--- src/rtl/pmstop_pkg.sv ---
package pmstop_pkg;

    typedef enum logic [1:0] {
        MS_RUN     = 2'b00,
        MS_QUIESCE = 2'b01,
        MS_STOPPED = 2'b10,
        MS_WAKE    = 2'b11
    } mod_st_e;

    typedef enum logic [1:0] {
        CM_RUN     = 2'b00,
        CM_SLEEP   = 2'b01,
        CM_STANDBY = 2'b10
    } chip_mode_e;

endpackage

--- src/rtl/pmstop_mod_fsm.sv ---
module pmstop_mod_fsm
    import pmstop_pkg::*;
(
    input  logic clk,
    input  logic rst_n,
    input  logic stop_i,
    input  logic safe_i,
    input  logic ready_i,
    output logic quiesce_o,
    output logic clk_en_o,
    output logic ack_o
);

    mod_st_e st_d, st_q;

    always_comb begin
        st_d = st_q;
        case (st_q)
            MS_RUN:     if (stop_i) st_d = MS_QUIESCE;
            MS_QUIESCE: begin
                if (!stop_i)     st_d = MS_RUN;
                else if (safe_i) st_d = MS_STOPPED;
            end
            MS_STOPPED: if (!stop_i) st_d = MS_WAKE;
            MS_WAKE:    if (ready_i) st_d = MS_RUN;
            default:    st_d = MS_RUN;
        endcase
    end

    always_ff @(posedge clk or negedge rst_n) begin
        if (!rst_n) st_q <= MS_RUN;
        else        st_q <= st_d;
    end

    assign quiesce_o = (st_q == MS_QUIESCE) || (st_q == MS_STOPPED);
    assign clk_en_o  = (st_q != MS_STOPPED);
    assign ack_o     = (st_q == MS_STOPPED) || (st_q == MS_WAKE);

endmodule

--- src/rtl/pmstop_mode.sv ---
module pmstop_mode
    import pmstop_pkg::*;
(
    input  logic       clk,
    input  logic       rst_n,
    input  logic       sleep_i,
    input  logic       wake_i,
    input  logic       stby_i,
    output chip_mode_e mode_o
);

    chip_mode_e mode_d, mode_q;

    always_comb begin
        mode_d = mode_q;
        if (mode_q == CM_RUN) begin
            if (sleep_i) mode_d = stby_i ? CM_STANDBY : CM_SLEEP;
        end else if (wake_i) begin
            mode_d = CM_RUN;
        end
    end

    always_ff @(posedge clk or negedge rst_n) begin
        if (!rst_n) mode_q <= CM_RUN;
        else        mode_q <= mode_d;
    end

    assign mode_o = mode_q;

endmodule

--- src/rtl/pmstop_fence.sv ---
module pmstop_fence #(
    parameter int N  = 4,
    parameter int IW = 2
) (
    input  logic          acc_valid_i,
    input  logic [IW-1:0] acc_sel_i,
    input  logic [N-1:0]  ack_i,
    input  logic [N-1:0]  mem_req_i,
    output logic          acc_err_o,
    output logic [N-1:0]  mem_req_o
);

    always_comb begin
        acc_err_o = 1'b0;
        for (int i = 0; i < N; i++) begin
            if (acc_valid_i && (32'(acc_sel_i) == i) && ack_i[i]) acc_err_o = 1'b1;
        end
    end

    assign mem_req_o = mem_req_i & ~ack_i;

endmodule

--- src/rtl/pmstop_ctrl.sv ---
module pmstop_ctrl
    import pmstop_pkg::*;
#(
    parameter int N = 4,
    localparam int IW = (N > 1) ? $clog2(N) : 1
) (
    input  logic          clk,
    input  logic          rst_n,
    input  logic          stopreq_wr_i,
    input  logic [N-1:0]  stopreq_wdata_i,
    input  logic          stby_wr_i,
    input  logic          stby_wdata_i,
    output logic [N-1:0]  stopreq_o,
    output logic [N-1:0]  stopack_o,
    output logic          stby_o,
    output logic [N-1:0]  quiesce_req_o,
    input  logic [N-1:0]  safe_i,
    input  logic [N-1:0]  ready_i,
    output logic [N-1:0]  clk_en_o,
    input  logic          acc_valid_i,
    input  logic [IW-1:0] acc_sel_i,
    output logic          acc_err_o,
    input  logic [N-1:0]  mem_req_i,
    output logic [N-1:0]  mem_req_o,
    input  logic          sleep_i,
    input  logic          wake_i,
    output logic [1:0]    mode_o,
    output logic          cpu_lp_o,
    output logic          clkctl_run_o
);

    typedef struct packed {
        logic [N-1:0] stopreq;
        logic         stby;
    } cfg_t;

    cfg_t       cfg_d, cfg_q;
    chip_mode_e mode;
    logic [N-1:0] stop_eff;

    always_comb begin
        cfg_d = cfg_q;
        if (stopreq_wr_i) cfg_d.stopreq = stopreq_wdata_i;
        if (stby_wr_i)    cfg_d.stby    = stby_wdata_i;
    end

    always_ff @(posedge clk or negedge rst_n) begin
        if (!rst_n) cfg_q <= '0;
        else        cfg_q <= cfg_d;
    end

    pmstop_mode i_mode (
        .clk     (clk),
        .rst_n   (rst_n),
        .sleep_i (sleep_i),
        .wake_i  (wake_i),
        .stby_i  (cfg_q.stby),
        .mode_o  (mode)
    );

    assign stop_eff = (mode == CM_STANDBY) ? {N{1'b1}} : cfg_q.stopreq;

    for (genvar g = 0; g < N; g++) begin : g_mod
        pmstop_mod_fsm i_fsm (
            .clk       (clk),
            .rst_n     (rst_n),
            .stop_i    (stop_eff[g]),
            .safe_i    (safe_i[g]),
            .ready_i   (ready_i[g]),
            .quiesce_o (quiesce_req_o[g]),
            .clk_en_o  (clk_en_o[g]),
            .ack_o     (stopack_o[g])
        );
    end

    pmstop_fence #(.N(N), .IW(IW)) i_fence (
        .acc_valid_i (acc_valid_i),
        .acc_sel_i   (acc_sel_i),
        .ack_i       (stopack_o),
        .mem_req_i   (mem_req_i),
        .acc_err_o   (acc_err_o),
        .mem_req_o   (mem_req_o)
    );

    assign stopreq_o    = cfg_q.stopreq;
    assign stby_o       = cfg_q.stby;
    assign mode_o       = mode;
    assign cpu_lp_o     = (mode != CM_RUN);
    assign clkctl_run_o = (mode != CM_STANDBY);

endmodule

--- config.mk ---
export PLATFORM = sky130hd
export DESIGN_NAME = pmstop_ctrl
export DESIGN_NICKNAME = d
export VERILOG_FILES = /design/src/rtl/pmstop_pkg.sv /design/src/rtl/pmstop_mod_fsm.sv /design/src/rtl/pmstop_mode.sv /design/src/rtl/pmstop_fence.sv /design/src/rtl/pmstop_ctrl.sv
export SDC_FILE = /design/constraint.sdc
export NUM_CORES = 1
export LEC_CHECK = 0
export BUFFER_PORTS_ARGS = -buffer_cell sky130_fd_sc_hd__buf_2
export CAP_MARGIN = 40
export CORE_AREA = 2 2 53 55
export CTS_CLUSTER_DIAMETER = 60
export DETAILED_ROUTE_END_ITERATION = 8
export DIE_AREA = 0 0 55 57
export GPL_TIMING_DRIVEN = 0
export PLACE_DENSITY_LB_ADDON = 0.1
export SETUP_SLACK_MARGIN = 0.1
export SLEW_MARGIN = 40
export SYNTH_ARGS = -nofsm -noshare
export SYNTH_HDL_FRONTEND = slang
export SYNTH_SLANG_ARGS = --single-unit
export TNS_END_PERCENT = 30
--- constraint.sdc ---
create_clock -name clk -period 3.19 [get_ports clk]
set_input_delay 0.638 -clock clk [delete_from_list [all_inputs] [get_ports clk]]
set_output_delay 0.638 -clock clk [all_outputs]
set_load 0.02 [all_outputs]
==> run metrics, run 1 <==
largest net degree at the start of global routing 16; cts bufs inserted 3; mux contribution to synthesized area 0.1287; DRT Pass-1 Iters 4; Yosys top cell area share 0.3040; clock slew seen by the registers of the worst setup and hold paths 0.09 ns; non-filler cells, final 214; All-Layer GR Usage 0.1604; ys async rst share 1.000; Setup crit end kind output pin; synth warn 0; clock sinks 15; register area share after synthesis 0.3040; hold_buf cts 0; worst slew pin tran 0.3255 ns; ANT cells 0; Mapped Area 1235 µm²; max-slew violations 0; Final Util 0.5952; Die ar. 3135 µm²; synth top area cells dfrtp_1 (30%), ha_1 (16%), buf_4 (7.3%); # resized after CTS 0; leak pwr 0.8706 nW; Synthesized Nets 170; WP data required 2.55 ns; MaxCap Viol Count 0; Hold Crit Class primary input to asynchronous set/reset pin; share of layout cells above drive strength 1 0.4262; register area 375.4 µm²; core area 2615 µm²; Unique masters post-synth 32; Slew headroom 0.7823; unrepaired setup endpoints after global routing false; final count of negative-setup-slack endpoints 0; syn avg cell area 9.648 µm²; Synth Register Bits 15; Data arrival, critical path 2.10 ns; most instantiated cells after synthesis inv_1 (22), ha_1 (16), dfrtp_1 (15), buf_4 (12), mux2i_1 (8); outcome completed; GPL Wtd Cong 0.7326; CP startpoint kind register; fillcell total 240; I/O Pins 52; Main synth FF type dfrtp_1; Simple-Gate Fraction of Synth Area 0.1692; dpl ws 0.7579 ns; main combinational cell family by area after synthesis simple AND/OR/NAND/NOR gates; nets@finish 226; vias per inst 4.916; CTS Buffer Depth 2; Peak supply drop 522.3 µV; CTS tree built; critical path class register to output pin; endpoints failing hold 0; antenna-violating nets left 0; vias in the first global route 925; Setup WS post-layout 0.4552 ns; GR Overflow Total 0; antenna violations before repair 0; dpl cells 210; EDFF count, synth 0; xor/xnor cell area share of the yosys netlist 0; number of buffers added on ports 51; clk_skew 0.001379 ns; drt wl/cell 11.42 µm; final period utilization 0.8573; Die H 57 µm; setup TNS after final layout 0 ns; pwr dens 847.9 nW/µm²; multi-input logic area 675.6 µm²; Die W 55 µm; via count of the routed design 1052; top-count cell post-synth inv_1; largest area contributor in the netlist dfrtp_1; Area Overhead vs Synth 26.04%; H-tree depth 1; Syn Inst Count 128; row count 19; Tmin final 2.735 ns; Initial Util 0.4722; Synth Area in Adders 0.1621; clk_lat worst skew 0.27 ns; postcts setup bufs 0; first-pass GRT wire length 3.781 mm; final WL 2.443 mm; DRC viols 0; Tot Pwr 0.001320 W; clock root buffer clkbuf_4; Max Clk Rate 365.7 MHz; HPWL Detailed 2.030 mm; initial drt markers 17; critical path fanouts, max 7; Synth Area in Compound Gates 0.08713
==> power breakdown <==
group	leakage [nW]	switching, W	internal [W]
logic	0.670	0.000484	0.000427
clock network	0.0177	0.0000561	0.0000463
registers	0.183	0.0000576	0.000249
==> final timing paths <==
path	startpoint	to	slack (ns)	cells past startpoint
hold reg to reg	i_mode.mode_o[1]$_DFFE_PN0P_	i_mode.mode_o[1]$_DFFE_PN0P_	0.54	1
setup / recovery	g_mod[2].i_fsm.st_q[0]$_DFFE_PN0P_	acc_err_o	0.46	6
hold / removal	rst_n	asynchronous set/reset pin	0.25	1
max in group asynchronous	rst_n	stopreq_o[3]$_DFFE_PN0P_	2.70	1
setup reg to reg	register	register	1.61	6
min in group clk	i_mode.mode_o[1]$_DFFE_PN0P_	i_mode.mode_o[1]$_DFFE_PN0P_	0.54	1
==> logic make-up (layout without fill, tap and decap cells) <==
family,Yosys count,after routing
muxes,14,14
AOI/OAI and AO/OA,15,15
DFF,15,15
and+or+nand+nor,33,33
buffers and inverters,35,90
adders and majority gates,16,16
==> worst max-delay path, stage by stage, from the launching register on <==
cell	delay, ns
dfrtp_1	0.43
inv_1	0.10
ha_1	0.29
or2_1	0.27
mux4_2	0.44
and2_1	0.16
buf_2	0.15
==> layer usage <==
metal / vias up / part of all wire / global-route usage
met2: 34 / 0.49 / 0.2806
met3: 2 / 0.072 / 0.01832
met1: 484 / 0.44 / 0.2102
met4: 0 / 0.0049 / 0.03136
li1: 532 / - / -
met5: - / 0 / 0
==> area by class of cell <==
type / count / area share
Multi-Input combinational cell: 78 / 0.4341
Buffer: 13 / 0.06511
Timing Repair Buffer: 51 / 0.1640
Tap cell: 31 / 0.02492
Inverter: 22 / 0.05305
Clock inverter: 1 / 0.003215
Sequential cell: 15 / 0.2412
Clock buffer: 3 / 0.01447
==> cells in the final DEF (no fill, tap or decap), types with 4 or more instances in the layout <==
| master | count |
|---|---|
| nor2b_1 | 6 |
| nand2_1 | 5 |
| dfrtp_1 | 15 |
| inv_1 | 22 |
| mux2_2 | 5 |
| buf_2 | 51 |
| mux2i_1 | 8 |
| ha_1 | 16 |
| nor2_1 | 4 |
| buf_4 | 12 |
| o22ai_1 | 4 |
| o21ai_0 | 4 |
==> per-stage QoR <==
| stage | hold WS, ns | area, µm² |
|---|---|---|
| 2_1_floorplan | 0.3424 | 1235 |
| 3_3_place_gp | 0.5271 | 1529 |
| 3_5_place_dp | 0.5387 | 1529 |
| 4_1_cts | 0.2587 | 1556 |
| 5_1_grt | 0.2577 | 1556 |
| 6_report | 0.2487 | 1556 |
Power figures use the tool's default switching activity.
==> run 2: changes to the inputs <==
--- a/config.mk
+++ b/config.mk
@@ -5,7 +5,7 @@
 export SDC_FILE = /design/constraint.sdc
 export NUM_CORES = 1
 export LEC_CHECK = 0
-export BUFFER_PORTS_ARGS = -buffer_cell sky130_fd_sc_hd__buf_2
+export BUFFER_PORTS_ARGS = -buffer_cell sky130_fd_sc_hd__clkbuf_2
 export CAP_MARGIN = 40
 export CORE_AREA = 2 2 53 55
 export CTS_CLUSTER_DIAMETER = 60
@@ -14,7 +14,7 @@
 export GPL_TIMING_DRIVEN = 0
 export PLACE_DENSITY_LB_ADDON = 0.1
 export SETUP_SLACK_MARGIN = 0.1
-export SLEW_MARGIN = 40
+export SLEW_MARGIN = 20
 export SYNTH_ARGS = -nofsm -noshare
 export SYNTH_HDL_FRONTEND = slang
 export SYNTH_SLANG_ARGS = --single-unit
==> run metrics, run 2 (synthesis gave the netlist of run 1 again) <==
largest net degree at the start of global routing 16; crit-path cells inv_1 > ha_1 > or2_1 > mux4_2 > and2_1 > clkbuf_2; outcome completed; # resized after CTS 0; endpoints failing hold 0; most common cell after layout, fill and taps aside clkbuf_2; MaxCap Viol Count 0; Data arrival, critical path 2.09 ns; final period utilization 0.8556; hold_buf cts 0; Area after DPL 1529 µm²; clock root buffer clkbuf_4; final instance area 1555 µm²; initial drt markers 19; HPWL Detailed 2.096 mm; postcts setup bufs 0; Die ar. 3135 µm²; All-Layer GR Usage 0.1668; Max stage delay on crit path 0.44 ns; dpl ws 0.7529 ns; Initial Util 0.4722; share of layout cells above drive strength 1 0.4208; cts bufs inserted 3; GPL Wtd Cong 0.7308; CTS Buffer Depth 2; CP startpoint kind register; Tot Pwr 0.001320 W; DRT Pass-1 Iters 4; clock sinks 15; CP bufs+invs 2; Slowest cell on crit path mux4_2; first-pass GRT wire length 3.967 mm; Max Clk Rate 366.4 MHz; Area Overhead vs Synth 25.94%; I/O Pins 52; final WL 2.493 mm; number of buffers added on ports 51; Slew headroom 0.7555; WP data required 2.55 ns; antenna violations before repair 0; pwr dens 848.9 nW/µm²; clk_skew 0.002987 ns; vias per inst 4.977; Setup WS post-layout 0.4607 ns; Peak supply drop 472.7 µV; H-tree depth 1; CP top delay family multiplexers; GR Overflow Total 0; CTS tree built; ANT cells 0; Hold Crit Class primary input to asynchronous set/reset pin; clk_lat worst skew 0.27 ns; clock slew seen by the registers of the worst setup and hold paths 0.08 ns; drt wl/cell 11.65 µm; critical path class register to output pin; final count of negative-setup-slack endpoints 0; nets@finish 226; setup TNS after final layout 0 ns; vias in the first global route 963; antenna-violating nets left 0; max-slew violations 0; via count of the routed design 1065; worst slew pin tran 0.3668 ns; unrepaired setup endpoints after global routing false; fillcell total 249; critical path fanouts, max 7; most frequent cells in the layout clkbuf_2 (51), inv_1 (22), ha_1 (16); Die H 57 µm; DRC viols 0; Die W 55 µm; Tmin final 2.729 ns; Setup crit end kind output pin; Final Util 0.5947; leak pwr 0.8773 nW; core area 2615 µm²; row count 19
==> run 2: cell count changes in the layout (fill, tap and decap cells not counted), sizes merged <==
cell    delta
clkbuf    +52
clkinv     -1
buf       -51
==> run 2: final timing paths <==
| check | depth (start not counted) | startpoint | end | slack, ns |
|---|---|---|---|---|
| min in group clk | 1 | i_mode.mode_o[1]$_DFFE_PN0P_ | i_mode.mode_o[1]$_DFFE_PN0P_ | 0.55 |
| setup / recovery | 6 | g_mod[2].i_fsm.st_q[0]$_DFFE_PN0P_ | acc_err_o | 0.46 |
| hold reg to reg | 1 | i_mode.mode_o[1]$_DFFE_PN0P_ | i_mode.mode_o[1]$_DFFE_PN0P_ | 0.55 |
| setup reg to reg | 6 | register | register | 1.59 |
| hold / removal | 1 | rst_n | g_mod[3].i_fsm.st_q[0]$_DFFE_PN0P_ | 0.26 |
| max in group asynchronous | 1 | rst_n | stopreq_o[1]$_DFFE_PN0P_ | 2.66 |
==> run 2: metrics by stage <==
step	cells	hold WS [ns]
after floorplan	128	0.3424
after global placement	210	0.5304
after detailed placement	210	0.5397
after CTS	214	0.2730
after global routing	214	0.2742
final	214	0.2648
==> run 2: power by group <==
group          total, W  leakage, nW  switching [W]  internal, W
Sequential     0.000310        0.183      0.0000607     0.000249
Clock          0.000102       0.0150      0.0000540    0.0000483
Combinational  0.000908        0.679       0.000483     0.000425
Total           0.00132        0.877       0.000598     0.000722
==> run 2: area by class of cell <==
type	count	area, µm²	share of cell area
plain buffers	13	101.3	0.06516
flip-flops and latches	15	375.4	0.2414
repair buffers	51	255.2	0.1641
clock buffers	4	26.28	0.01689
multi-input cells	78	675.6	0.4344
inverters	22	82.58	0.05310
well taps	31	38.79	0.02494
==> run 2: routing by layer <==
layer	up-vias	global-route usage	wire length [µm]
met4	0	0.03136	12
met3	2	0.02880	182
met2	38	0.2976	1255
li1	530	-	-
met1	495	0.2068	1042
met5	-	0	0
==> run 3: changes to the inputs <==
--- a/config.mk
+++ b/config.mk
@@ -7,10 +7,10 @@
 export LEC_CHECK = 0
 export BUFFER_PORTS_ARGS = -buffer_cell sky130_fd_sc_hd__clkbuf_2
 export CAP_MARGIN = 40
-export CORE_AREA = 2 2 53 55
+export CORE_AREA = 8 8 59 61
 export CTS_CLUSTER_DIAMETER = 60
 export DETAILED_ROUTE_END_ITERATION = 8
-export DIE_AREA = 0 0 55 57
+export DIE_AREA = 0 0 67 69
 export GPL_TIMING_DRIVEN = 0
 export PLACE_DENSITY_LB_ADDON = 0.1
 export SETUP_SLACK_MARGIN = 0.1
==> run metrics, run 3 (synthesis gave the netlist of run 1 again) <==
Hold Slack 0.2584 ns; Die ar. 4623 µm²; setup TNS after final layout 0 ns; Initial Util 0.4722; dpl cells 210; clk_skew 0.008644 ns; critical path fanouts, max 7; antenna-violating nets left 0; GR Overflow Total 0; DRC viols 0; Setup crit end kind output pin; multi-input logic area 675.6 µm²; antenna violations before repair 0; final count of negative-setup-slack endpoints 0; Final Util 0.5952; nets@finish 226; ANT cells 0; Peak supply drop 671.9 µV; vias in the first global route 1065; CP startpoint kind register; postcts setup bufs 0; unrepaired setup endpoints after global routing false; Hold Crit Class primary input to asynchronous set/reset pin; hold_buf cts 0; number of cells on the worst reg-to-reg path 6; Die H 69 µm; largest net degree at the start of global routing 16; cts bufs inserted 3; leak pwr 0.8800 nW; endpoints failing hold 0; DRT Pass-1 Iters 4; final WL 2.757 mm; # resized after CTS 0; most common cell after layout, fill and taps aside clkbuf_2; pwr dens 852.1 nW/µm²; H-tree depth 1; outcome completed; register area 375.4 µm²; non-filler cells, final 214; worst slew pin tran 0.3692 ns; Data arrival, critical path 2.12 ns; MaxCap Viol Count 0; I/O Pins 52; fillcell total 249; most frequent cells in the layout clkbuf_2 (51), inv_1 (22), ha_1 (16); GPL Wtd Cong 0.7981; share of layout cells above drive strength 1 0.4262; HPWL Detailed 2.400 mm; max-slew violations 0; Worst Setup EP acc_err_o; R2R setup slack 1.63 ns; number of buffers added on ports 51; Tmin final 2.762 ns; final period utilization 0.8658; All-Layer GR Usage 0.1150; clock sinks 15; critical path class register to output pin; Area Overhead vs Synth 26.04%; Max Clk Rate 362.1 MHz; CTS tree built; Tot Pwr 0.001326 W; row count 19; vias per inst 4.879; Die W 67 µm; initial drt markers 61; drt wl/cell 12.88 µm; CTS Buffer Depth 2; WP data required 2.55 ns; via count of the routed design 1044; clock root buffer clkbuf_4; first-pass GRT wire length 4.485 mm; Worst Setup SP g_mod[2].i_fsm.st_q[0]$_DFFE_PN0P_; clk_lat worst skew 0.27 ns; core area 2615 µm²; Slew headroom 0.7538; clock slew seen by the registers of the worst setup and hold paths 0.09 ns
## run 3: cell count changes in the layout (fill, tap and decap cells not counted)
cell and change:
clkinv_2 +1, clkbuf_1 -1
## run 3: how the worst min path moves through the flow
stage,cells past startpoint,end,slack [ns],from
after floorplan,0,asynchronous set/reset pin,0.34,rst_n
after global placement,1,i_mode.mode_o[1]$_DFFE_PN0P_,0.53,i_mode.mode_o[1]$_DFFE_PN0P_
after detailed placement,1,i_mode.mode_o[1]$_DFFE_PN0P_,0.55,i_mode.mode_o[1]$_DFFE_PN0P_
after CTS,1,asynchronous set/reset pin,0.26,rst_n
after global routing,1,asynchronous set/reset pin,0.27,rst_n
final,1,stby_o$_DFFE_PN0P_,0.26,rst_n
## run 3: layer usage
metal | GRT usage | part of all wire | vias up | wire length, µm
met5 | 0 | 0 | - | 0
met4 | 0.02093 | 0.0083 | 0 | 23
met3 | 0.03393 | 0.087 | 2 | 239
met2 | 0.1979 | 0.49 | 30 | 1341
met1 | 0.1358 | 0.42 | 487 | 1151
li1 | - | - | 525 | -
## run 3: final cells by class
type,count,share of cell area
Tap cell,31,0.02492
Inverter,22,0.05305
Multi-Input combinational cell,78,0.4341
Clock inverter,1,0.003215
Clock buffer,3,0.01447
Sequential cell,15,0.2412
Buffer,13,0.06511
Timing Repair Buffer,51,0.1640
## run 3: metrics by stage
stage          setup slack [ns]  area, µm²
3_3_place_gp             0.7697       1529
6_report                 0.4280       1556
4_1_cts                  0.4175       1556
3_5_place_dp             0.7329       1529
5_1_grt                  0.3287       1556
2_1_floorplan            0.9388       1235
## run 3: critical path: stages, from the launching register on
cell,delay [ns]
dfrtp_1,0.43
inv_1,0.10
ha_1,0.29
or2_1,0.27
mux4_2,0.44
and2_1,0.16
clkbuf_2,0.15
## run 3: power breakdown
part / internal (W) / leakage, nW / switching [W]
Sequential: 0.000249 / 0.183 / 0.0000597
Combinational: 0.000425 / 0.679 / 0.000490
Clock: 0.0000463 / 0.0177 / 0.0000559
Total: 0.000721 / 0.880 / 0.000606
